File: src/rtl/bprobe_pkg.sv
`timescale 1ns/1ps
package bprobe_pkg;
  typedef enum logic [2:0] {
    ST_IDLE, ST_READ1, ST_WCOMP, ST_READ2, ST_CMP, ST_RESTORE, ST_DONE
  } probe_st_e;

  typedef enum logic [1:0] {
    PH_IDLE, PH_REQ, PH_WAIT
  } port_ph_e;
endpackage

File: src/rtl/bprobe_port.sv
`timescale 1ns/1ps
module bprobe_port
  import bprobe_pkg::*;
#(
  parameter int ADDR_W = 11,
  parameter int DATA_W = 8
) (
  input  logic              clk,
  input  logic              rst_n,
  input  logic              go_i,
  input  logic              go_we_i,
  input  logic [ADDR_W-1:0] go_addr_i,
  input  logic [DATA_W-1:0] go_wdata_i,
  output logic              fin_o,
  output logic [DATA_W-1:0] fin_data_o,
  output logic              req_valid_o,
  input  logic              req_ready_i,
  output logic              req_we_o,
  output logic [ADDR_W-1:0] req_addr_o,
  output logic [DATA_W-1:0] req_wdata_o,
  input  logic              rsp_valid_i,
  output logic              rsp_ready_o,
  input  logic [DATA_W-1:0] rsp_data_i
);
  port_ph_e          ph_q;
  logic              we_q;
  logic [ADDR_W-1:0] addr_q;
  logic [DATA_W-1:0] wdata_q;
  logic              fin_q;
  logic [DATA_W-1:0] fdata_q;

  always_ff @(posedge clk) begin
    if (!rst_n) begin
      ph_q    <= PH_IDLE;
      we_q    <= 1'b0;
      addr_q  <= '0;
      wdata_q <= '0;
      fin_q   <= 1'b0;
      fdata_q <= '0;
    end else begin
      fin_q <= 1'b0;
      unique case (ph_q)
        PH_IDLE: begin
          if (go_i) begin
            ph_q    <= PH_REQ;
            we_q    <= go_we_i;
            addr_q  <= go_addr_i;
            wdata_q <= go_wdata_i;
          end
        end
        PH_REQ: begin
          if (req_ready_i) begin
            if (we_q) begin
              ph_q  <= PH_IDLE;
              fin_q <= 1'b1;
            end else begin
              ph_q <= PH_WAIT;
            end
          end
        end
        PH_WAIT: begin
          if (rsp_valid_i) begin
            ph_q    <= PH_IDLE;
            fin_q   <= 1'b1;
            fdata_q <= rsp_data_i;
          end
        end
        default: ph_q <= PH_IDLE;
      endcase
    end
  end

  assign req_valid_o = (ph_q == PH_REQ);
  assign rsp_ready_o = (ph_q == PH_WAIT);
  assign req_we_o    = we_q;
  assign req_addr_o  = addr_q;
  assign req_wdata_o = wdata_q;
  assign fin_o       = fin_q;
  assign fin_data_o  = fdata_q;
endmodule

File: src/rtl/bprobe_data.sv
`timescale 1ns/1ps
module bprobe_data #(
  parameter int DATA_W = 8
) (
  input  logic              clk,
  input  logic              rst_n,
  input  logic              cap1_i,
  input  logic              cap2_i,
  input  logic [DATA_W-1:0] din_i,
  output logic [DATA_W-1:0] orig_o,
  output logic [DATA_W-1:0] inv_o,
  output logic              match_o
);
  logic [DATA_W-1:0] first_q;
  logic [DATA_W-1:0] second_q;

  always_ff @(posedge clk) begin
    if (!rst_n) begin
      first_q  <= '0;
      second_q <= '0;
    end else begin
      if (cap1_i) first_q  <= din_i;
      if (cap2_i) second_q <= din_i;
    end
  end

  assign orig_o  = first_q;
  assign inv_o   = ~first_q;
  assign match_o = (second_q == ~first_q);
endmodule

File: src/rtl/bprobe_fsm.sv
`timescale 1ns/1ps
module bprobe_fsm
  import bprobe_pkg::*;
(
  input  logic clk,
  input  logic rst_n,
  input  logic start_i,
  input  logic fin_i,
  input  logic match_i,
  output logic accept_o,
  output logic go_o,
  output logic go_we_o,
  output logic wsel_inv_o,
  output logic cap1_o,
  output logic cap2_o,
  output logic done_o,
  output logic ok_o,
  output logic low_o
);
  probe_st_e st_q, st_d;
  logic      sent_q;
  logic      ok_q, low_q;
  logic      set_ok, set_low;

  always_comb begin
    st_d       = st_q;
    accept_o   = 1'b0;
    go_o       = 1'b0;
    go_we_o    = 1'b0;
    wsel_inv_o = 1'b0;
    cap1_o     = 1'b0;
    cap2_o     = 1'b0;
    set_ok     = 1'b0;
    set_low    = 1'b0;
    unique case (st_q)
      ST_IDLE: begin
        if (start_i) begin
          accept_o = 1'b1;
          st_d     = ST_READ1;
        end
      end
      ST_READ1: begin
        go_o = !sent_q;
        if (fin_i) begin
          cap1_o = 1'b1;
          st_d   = ST_WCOMP;
        end
      end
      ST_WCOMP: begin
        go_o       = !sent_q;
        go_we_o    = 1'b1;
        wsel_inv_o = 1'b1;
        if (fin_i) st_d = ST_READ2;
      end
      ST_READ2: begin
        go_o = !sent_q;
        if (fin_i) begin
          cap2_o = 1'b1;
          st_d   = ST_CMP;
        end
      end
      ST_CMP: begin
        if (match_i) begin
          st_d = ST_RESTORE;
        end else begin
          set_low = 1'b1;
          st_d    = ST_DONE;
        end
      end
      ST_RESTORE: begin
        go_o    = !sent_q;
        go_we_o = 1'b1;
        if (fin_i) begin
          set_ok = 1'b1;
          st_d   = ST_DONE;
        end
      end
      ST_DONE: st_d = ST_IDLE;
      default: st_d = ST_IDLE;
    endcase
  end

  always_ff @(posedge clk) begin
    if (!rst_n) begin
      st_q   <= ST_IDLE;
      sent_q <= 1'b0;
      ok_q   <= 1'b0;
      low_q  <= 1'b0;
    end else begin
      st_q <= st_d;
      if (st_d != st_q) sent_q <= 1'b0;
      else if (go_o)    sent_q <= 1'b1;
      if (accept_o) begin
        ok_q  <= 1'b0;
        low_q <= 1'b0;
      end
      if (set_ok)  ok_q  <= 1'b1;
      if (set_low) low_q <= 1'b1;
    end
  end

  assign done_o = (st_q == ST_DONE);
  assign ok_o   = ok_q;
  assign low_o  = low_q;
endmodule

File: src/rtl/bprobe_seq.sv
`timescale 1ns/1ps
module bprobe_seq #(
  parameter int ADDR_W = 11,
  parameter int DATA_W = 8
) (
  input  logic              clk,
  input  logic              rst_n,
  input  logic              start_i,
  input  logic [ADDR_W-1:0] probe_addr_i,
  output logic              req_valid_o,
  input  logic              req_ready_i,
  output logic              req_we_o,
  output logic [ADDR_W-1:0] req_addr_o,
  output logic [DATA_W-1:0] req_wdata_o,
  input  logic              rsp_valid_i,
  output logic              rsp_ready_o,
  input  logic [DATA_W-1:0] rsp_data_i,
  output logic              done_o,
  output logic              batt_ok_o,
  output logic              batt_low_o
);
  logic              accept, go, go_we, wsel_inv, cap1, cap2, fin, match;
  logic [ADDR_W-1:0] addr_q;
  logic [DATA_W-1:0] fin_data, orig, inv, go_wdata;

  always_ff @(posedge clk) begin
    if (!rst_n)      addr_q <= '0;
    else if (accept) addr_q <= probe_addr_i;
  end

  assign go_wdata = wsel_inv ? inv : orig;

  bprobe_fsm u_fsm (
    .clk        (clk),
    .rst_n      (rst_n),
    .start_i    (start_i),
    .fin_i      (fin),
    .match_i    (match),
    .accept_o   (accept),
    .go_o       (go),
    .go_we_o    (go_we),
    .wsel_inv_o (wsel_inv),
    .cap1_o     (cap1),
    .cap2_o     (cap2),
    .done_o     (done_o),
    .ok_o       (batt_ok_o),
    .low_o      (batt_low_o)
  );

  bprobe_port #(.ADDR_W(ADDR_W), .DATA_W(DATA_W)) u_port (
    .clk         (clk),
    .rst_n       (rst_n),
    .go_i        (go),
    .go_we_i     (go_we),
    .go_addr_i   (addr_q),
    .go_wdata_i  (go_wdata),
    .fin_o       (fin),
    .fin_data_o  (fin_data),
    .req_valid_o (req_valid_o),
    .req_ready_i (req_ready_i),
    .req_we_o    (req_we_o),
    .req_addr_o  (req_addr_o),
    .req_wdata_o (req_wdata_o),
    .rsp_valid_i (rsp_valid_i),
    .rsp_ready_o (rsp_ready_o),
    .rsp_data_i  (rsp_data_i)
  );

  bprobe_data #(.DATA_W(DATA_W)) u_data (
    .clk     (clk),
    .rst_n   (rst_n),
    .cap1_i  (cap1),
    .cap2_i  (cap2),
    .din_i   (fin_data),
    .orig_o  (orig),
    .inv_o   (inv),
    .match_o (match)
  );
endmodule

File: config.mk
export PLATFORM = sky130hd
export DESIGN_NAME = bprobe_seq
export DESIGN_NICKNAME = d
export VERILOG_FILES = /design/src/rtl/bprobe_pkg.sv /design/src/rtl/bprobe_port.sv /design/src/rtl/bprobe_data.sv /design/src/rtl/bprobe_fsm.sv /design/src/rtl/bprobe_seq.sv
export SDC_FILE = /design/constraint.sdc
export NUM_CORES = 1
export LEC_CHECK = 0
export ABC_CLOCK_PERIOD_IN_PS = 2290
export BUFFER_PORTS_ARGS = -buffer_cell sky130_fd_sc_hd__buf_2
export CAP_MARGIN = 20
export CORE_UTILIZATION = 55
export DETAILED_ROUTE_END_ITERATION = 12
export PLACE_DENSITY = 0.79
export SYNTH_ARGS = -nofsm -noshare
export SYNTH_HDL_FRONTEND = slang
export SYNTH_SLANG_ARGS = --single-unit
File: constraint.sdc
create_clock -name clk -period 2.29 [get_ports clk]
set_clock_uncertainty 0.2 [all_clocks]
set_input_delay 0.1145 -clock clk [delete_from_list [all_inputs] [get_ports clk]]
set_output_delay 0.1145 -clock clk [all_outputs]
set_load 0.05 [all_outputs]
# --- Word-level counts from Yosys, hierarchy flattened ---
# Index checks and enable logic that the tools add are counted.
op_classes:
  eq_ne: 13
  mux: 31
  n_bitwise: 2
  reduce_logical: 11
ops:
  columns: ["op", "n"]
  rows:
  - ["$pmux W3 S6", 1]
  - ["$mux W1", 17]
  - ["$mux W3", 5]
  - ["$mux W2", 5]
  - ["$eq A3 B3 Y1 const B", 3]
  - ["$eq A8 B8 Y1", 1]
  - ["$mux W8", 1]
  - ["$not A8 Y8", 1]
  - ["$eq A3 B2 Y1 const B", 2]
  - ["$pmux W2 S3", 1]
  - ["$ne A2 B2 Y1 const B", 2]
  - ["$reduce_and A2 Y1", 2]
  - ["$reduce_bool A2 Y1", 2]
  - ["$reduce_or A2 Y1", 2]
  - ["$reduce_or A4 Y1", 1]
  - ["$eq A3 B1 Y1 const B", 1]
  - ["$logic_not A3 Y1", 1]
  - ["$ne A3 B3 Y1", 1]
  - ["$reduce_and A3 Y1", 1]
  - ["$eq A2 B1 Y1 const B", 1]
  - ["$eq A2 B2 Y1 const B", 1]
  - ["$logic_not A2 Y1", 1]
  - ["$ne A2 B1 Y1 const B", 1]
  - ["$pmux W1 S2", 1]
  - ["2 further kinds", 2]
totals:
  regBits: 64
  output_inout_bits: 25
  word_cells: 70

# --- Depth between registers and ports, before layout ---
depth:
  word_depth: 6
  mapped_depth: 7
  ltp_nobuf: 6

# --- By module ---
# A second synthesis with hierarchy kept.
hier_totals:
  hier_cells: 306
  hier_area_um2: 2849.0
modules_own_cells:
  columns: ["module", "instances", "cells_per_inst", "area_per_inst_um2", "seq_area_each_um2"]
  rows:
  - ["bprobe_port", 1, 146, 1239.9, 620.6]
  - ["bprobe_data", 1, 70, 724.4, 320.3]
  - ["bprobe_seq", 1, 44, 509.2, 220.2]
  - ["bprobe_fsm", 1, 46, 375.4, 120.1]

# --- Worst setup path after synthesis ---
# OpenSTA, ideal clock, no wires.
synth_path:
  path_type: "register to register"
  startpoint: "reg u_port.ph_q[0]"
  endpoint: "reg u_port.ph_q[0]"
  setup_ns: 0.116
  t_arrival_ns: 1.615
  required_ns: 1.974
  path_slack_ns: 0.359
  stages_incl_launch_ff: 8
  path_buffers: 1
  cell_sequence: "dfxtp_1 inv_1 ha_1 clkbuf_1 inv_1 o22ai_1 o21ai_0 o211a_1"
synth_via:
  elab_chain_len: 3
  word_cells_on_any_way: 8
  cone_classes: "eq/ne: 5; mux: 1; reduce/logical: 2"
synth_rtl:
  columns: ["element", "line_no", "source"]
  rows:
  - ["from (decl)", "bprobe_port.sv:25", "port_ph_e ph_q;"]
  - ["from (signal assigned)", "bprobe_port.sv:34", "ph_q <= PH_IDLE;"]
  - ["from (signal assigned)", "bprobe_port.sv:45", "ph_q <= PH_REQ;"]
  - ["from (signal assigned)", "bprobe_port.sv:54", "ph_q <= PH_IDLE;"]
  - ["$eq A2 B2 Y1 (*)", null, null]
  - ["named net rsp_ready_o", "bprobe_seq.sv:16", "output logic rsp_ready_o,"]
  - ["$ne A2 B2 Y1 (no line)", null, null]
  - ["$reduce_and A3 Y1 (no line)", null, null]
# The timed path passes the listed nets; every way through them passes the cells marked *.
# A chain may end at the register's enable or synchronous reset.

# --- Worst setup path after layout ---
layout_path:
  startpoint: "reg u_port.ph_q[0]"
  endpoint: "reg u_port.fin_q, in the netlist u_port.fin_o"
layout_via:
  elab_chain_len: 2
  word_cells_on_any_way: 3
  cone_classes: "eq/ne: 2; mux: 1"
layout_rtl:
  columns: ["element", "line_no", "source"]
  rows:
  - ["$eq A2 B2 Y1 or $eq A2 B1 Y1 (tied branches)", "bprobe_port.sv:42", "unique case (ph_q)"]
  - ["$pmux W1 S2 (*)", "bprobe_port.sv:42", null]
  - ["to (signal assigned)", "bprobe_port.sv:38", "fin_q <= 1'b0;"]
  - ["to (signal assigned)", "bprobe_port.sv:41", "fin_q <= 1'b0;"]
  - ["to (signal assigned)", "bprobe_port.sv:55", "fin_q <= 1'b1;"]
  - ["to (decl)", "bprobe_port.sv:29", "logic fin_q;"]
# Every way passes the cells marked *; elsewhere a longest branch is shown, timed or not.

==> impl_metrics.py <==
metrics = {
    "floorplan": {
        "die_w_microns": 73.31,
        "coreArea_sq_um": 4817,
        "die-area_sq_um": 5374,
        "io_pins": 49,
        "fp-row-count": 25,
        "initial_core_util_pct": 58.05,
        "dieHeight_microns": 73.31,
    },
    "synth": {
        "syn-num-nets": 352,
        "syn-mean-instance-area_sq_um": 8.604,
        "synthArstFlopShare_pct": 0,
        "yosysSeqAreaShare_pct": 45.82,
        "synth_seq_cells": 64,
        "synth_top_area_share_pct": 45.82,
        "synthCells": 325,
        "synth_area_leader_cell": "dfxtp_1",
        "synth_area_sq_um": 2796,
        "synth_flop_cell": "dfxtp_1",
        "synth_edf_count": 0,
        "synth_area_leaders": "dfxtp_1 (46%), nand2_1 (13%), a21boi_0 (8.6%), o211a_1 (3.2%), a21boi_1 (3.0%)",
        "ys_warn_count": 0,
        "synth_cell_types": 37,
    },
    "grt": {
        "grt_max_degree": 29,
        "track_usage_pct": 23.06,
        "antenna_found_initial": 0,
        "grt_pass1_vias": 2160,
        "grt_overflow_total": 0,
        "grt_pass1_wl_mm": 9.321,
    },
    "placement": {
        "port_buffers": 48,
        "gp_congestion": 0.8369,
        "dp_hpwl_mm": 3.675,
        "place_area_sq_um": 3045,
    },
    "worst_setup_path": {
        "path_cells": "inv_1, ha_1, nand2_1, a21oi_1, dlygate4sd3_1",
        "reg2reg_slack_ns": 0.21,
        "critPathSlowestCell": "dlygate4sd3_1",
        "cp_data_arrival_time_ns": 2.17,
        "worstReg2RegStart": "u_port.ph_q[0]",
        "required_ns": 2.38,
        "critPathMaxFanout": 11,
        "start_kind": "flip-flop",
        "critical_path_class": "reg -> reg",
        "cp_slowest_stage_delay_ns": 0.55,
        "end_kind": "flip-flop",
        "crit_start": "u_port.ph_q[0]",
    },
    "clock_tree": {
        "htreeDepth": 3,
        "tritoncts": "yes",
        "numCtsBuffers": 9,
        "cts_resized": 0,
        "cts_buffer_depth": 2,
        "root_buffer": "clkbuf_8",
        "clk-insertion-delay-late_ns": 0.34,
        "path_clk_slew_ns": 0.06,
        "cts_sinks": 64,
    },
    "timing": {
        "period_needed_ns": 2.080,
        "tightest_slew_ns": 0.5269,
        "fin_crit_sh_pct": 90.82,
        "finalHoldViolations": 0,
        "relSlewSlack_pct": 64.78,
        "fmax_mhz": 480.8,
        "rsz0062_at_grt": "false",
        "fin_setup_tns_ns": 0,
        "slew_viol_final": 0,
        "setup_viol": 0,
    },
    "route": {
        "dr_total_vias": 2312,
        "drc_errors": 0,
        "via_per_inst": 4.909,
        "ant_nets": 0,
        "firstDrtPassIters": 4,
        "drt_wl_total_mm": 5.514,
        "drt-initial-drc-count": 74,
        "drt-wirelength-per-cell_microns": 11.71,
    },
    "flow_run": {
        "cap_violations": 0,
    },
    "pwr": {
        "power_density_nw_per_um2": 744.9,
        "ir_drop_v": 0.0003819,
        "p_sw_mw": 0.7036,
        "p_leak_nw": 1.513,
        "pwr-share-clk_pct": 39.4,
        "total_power_mw": 2.659,
        "p_seq_share_pct": 45.1,
        "p_int_mw": 1.955,
        "p_comb_share_pct": 15.5,
        "switching_share_pct": 26.46,
    },
    "final_layout": {
        "final_common_cell": "nand2_1",
        "design_area_sq_um": 3570,
        "diodes": 0,
        "n_fill_cell": 396,
        "drive_gt1_share_pct": 19.31,
        "fin_nets": 426,
        "area_delta_synth_final_pct": 27.65,
        "mostFrequentLayoutCells": "nand2_1 (95), dfxtp_1 (64), buf_2 (48), a21boi_0 (32), dlygate4sd3_1 (31)",
    },
    "min_path": {
        "hp-start": "rsp_valid_i",
        "hold_path_class": "in -> reg",
    },
    "status": {
        "status": "complete, no violations",
    },
}
==> final cells by class <==
cell class / instances / area, sq um / area share [%]
Timing Repair Buffer: 83 / 580.6 / 16.26
Inverter: 7 / 26.28 / 0.7361
Tap cell: 67 / 83.83 / 2.348
Clock inverter: 3 / 65.06 / 1.823
Clock buffer: 13 / 148.9 / 4.171
Sequential cell: 64 / 1281 / 35.89
Multi-Input combinational cell: 234 / 1384 / 38.77
==> power by group through the flow <==
stage	logic (mW)	clock network (mW)	registers, mW
2_1_floorplan	0.211	0	1.31
3_3_place_gp	0.375	0	1.22
3_5_place_dp	0.380	0	1.22
4_1_cts	0.414	1.08	1.20
5_1_grt	0.448	1.13	1.21
6_report	0.412	1.05	1.20
==> flip-flops by register name, summed over array words and instances, names as in the netlist <==
register            count
u_fsm.low_o             1
u_fsm.st_q              3
u_fsm.ok_o              1
u_port.fin_data_o       8
u_port.req_addr_o      11
u_port.fin_o            1
u_fsm.sent_q            1
u_port.ph_q             2
u_data.second_q         8
u_data.orig_o           8
addr_q                 11
u_port.req_wdata_o      8
u_port.req_we_o         1
==> repair_timing <==
action | 4_1_cts | 5_1_grt
hold endpoints to repair | 28 | 0
setup buffers | 0 | 0
hold buffers | 31 | 0
==> path summary, 6_finish.rpt <==
path | endpoint | depth (start not counted)
min reg2reg | u_fsm.low_o | 2
max | u_port.fin_o | 5
max reg2reg | u_port.fin_o | 5
min | u_port.ph_q[0] | 3
==> Yosys cell counts, types with 2 or more instances <==
master and number:
a21boi_0 32, a21boi_1 11, a21boi_2 4, a21oi_1 3
and3_1 3, buf_2 6, buf_4 2, buf_6 2
clkbuf_1 10, dfxtp_1 64, ha_1 3, inv_1 7
nand2_1 95, nand2_2 5, nand2b_1 4, nand3_1 13
nand3b_1 2, nand4_1 2, nor2_1 10, o211a_1 9
o21ai_0 5, o21bai_1 2, o22ai_1 2, or3b_1 2
xnor2_1 8, xor2_1 8
==> stage by stage <==
step	setup slack [ns]	hold slack, ns	cells	util [%]
floorplan	0.3592	0.04933	325	-
global placement	0.4889	0.1542	424	63.22
detailed placement	0.4892	0.1586	424	63.22
CTS	0.1779	0.1398	471	74.10
global route	0.04617	0.1539	471	74.10
finish	0.2101	0.1492	471	74.10
==> worst max-delay path: cells and delay by family (launching register included) <==
kind | cells | cell delay (ns)
adder cells (fa/ha/maj) | 1 | 0.40
AO/OA/AOI/OAI | 1 | 0.19
flip-flops | 1 | 0.31
buffers and inverters | 2 | 0.64
AND/OR/NAND/NOR | 1 | 0.29
==> logic make-up after synthesis <==
kind of cell | after synthesis | share of synthesized area, %
fa+ha+maj | 3 | 1.342
simple gates | 142 | 22.68
flops | 64 | 45.82
buf+inv | 27 | 4.698
mux | 1 | 0.3580
xor+xnor | 16 | 5.011
compound gates | 72 | 20.09
==> routing by layer <==
| metal | routed length [microns] | vias to the layer above | global-route usage [%] |
|---|---|---|---|
| met3 | 222 | 8 | 7.956 |
| met5 | 0 | - | 0 |
| li1 | - | 1231 | - |
| met2 | 2650 | 43 | 40.64 |
| met4 | 58 | 0 | 7.692 |
| met1 | 2582 | 1030 | 26.02 |
No activity file was read; power rests on OpenSTA's default activity.
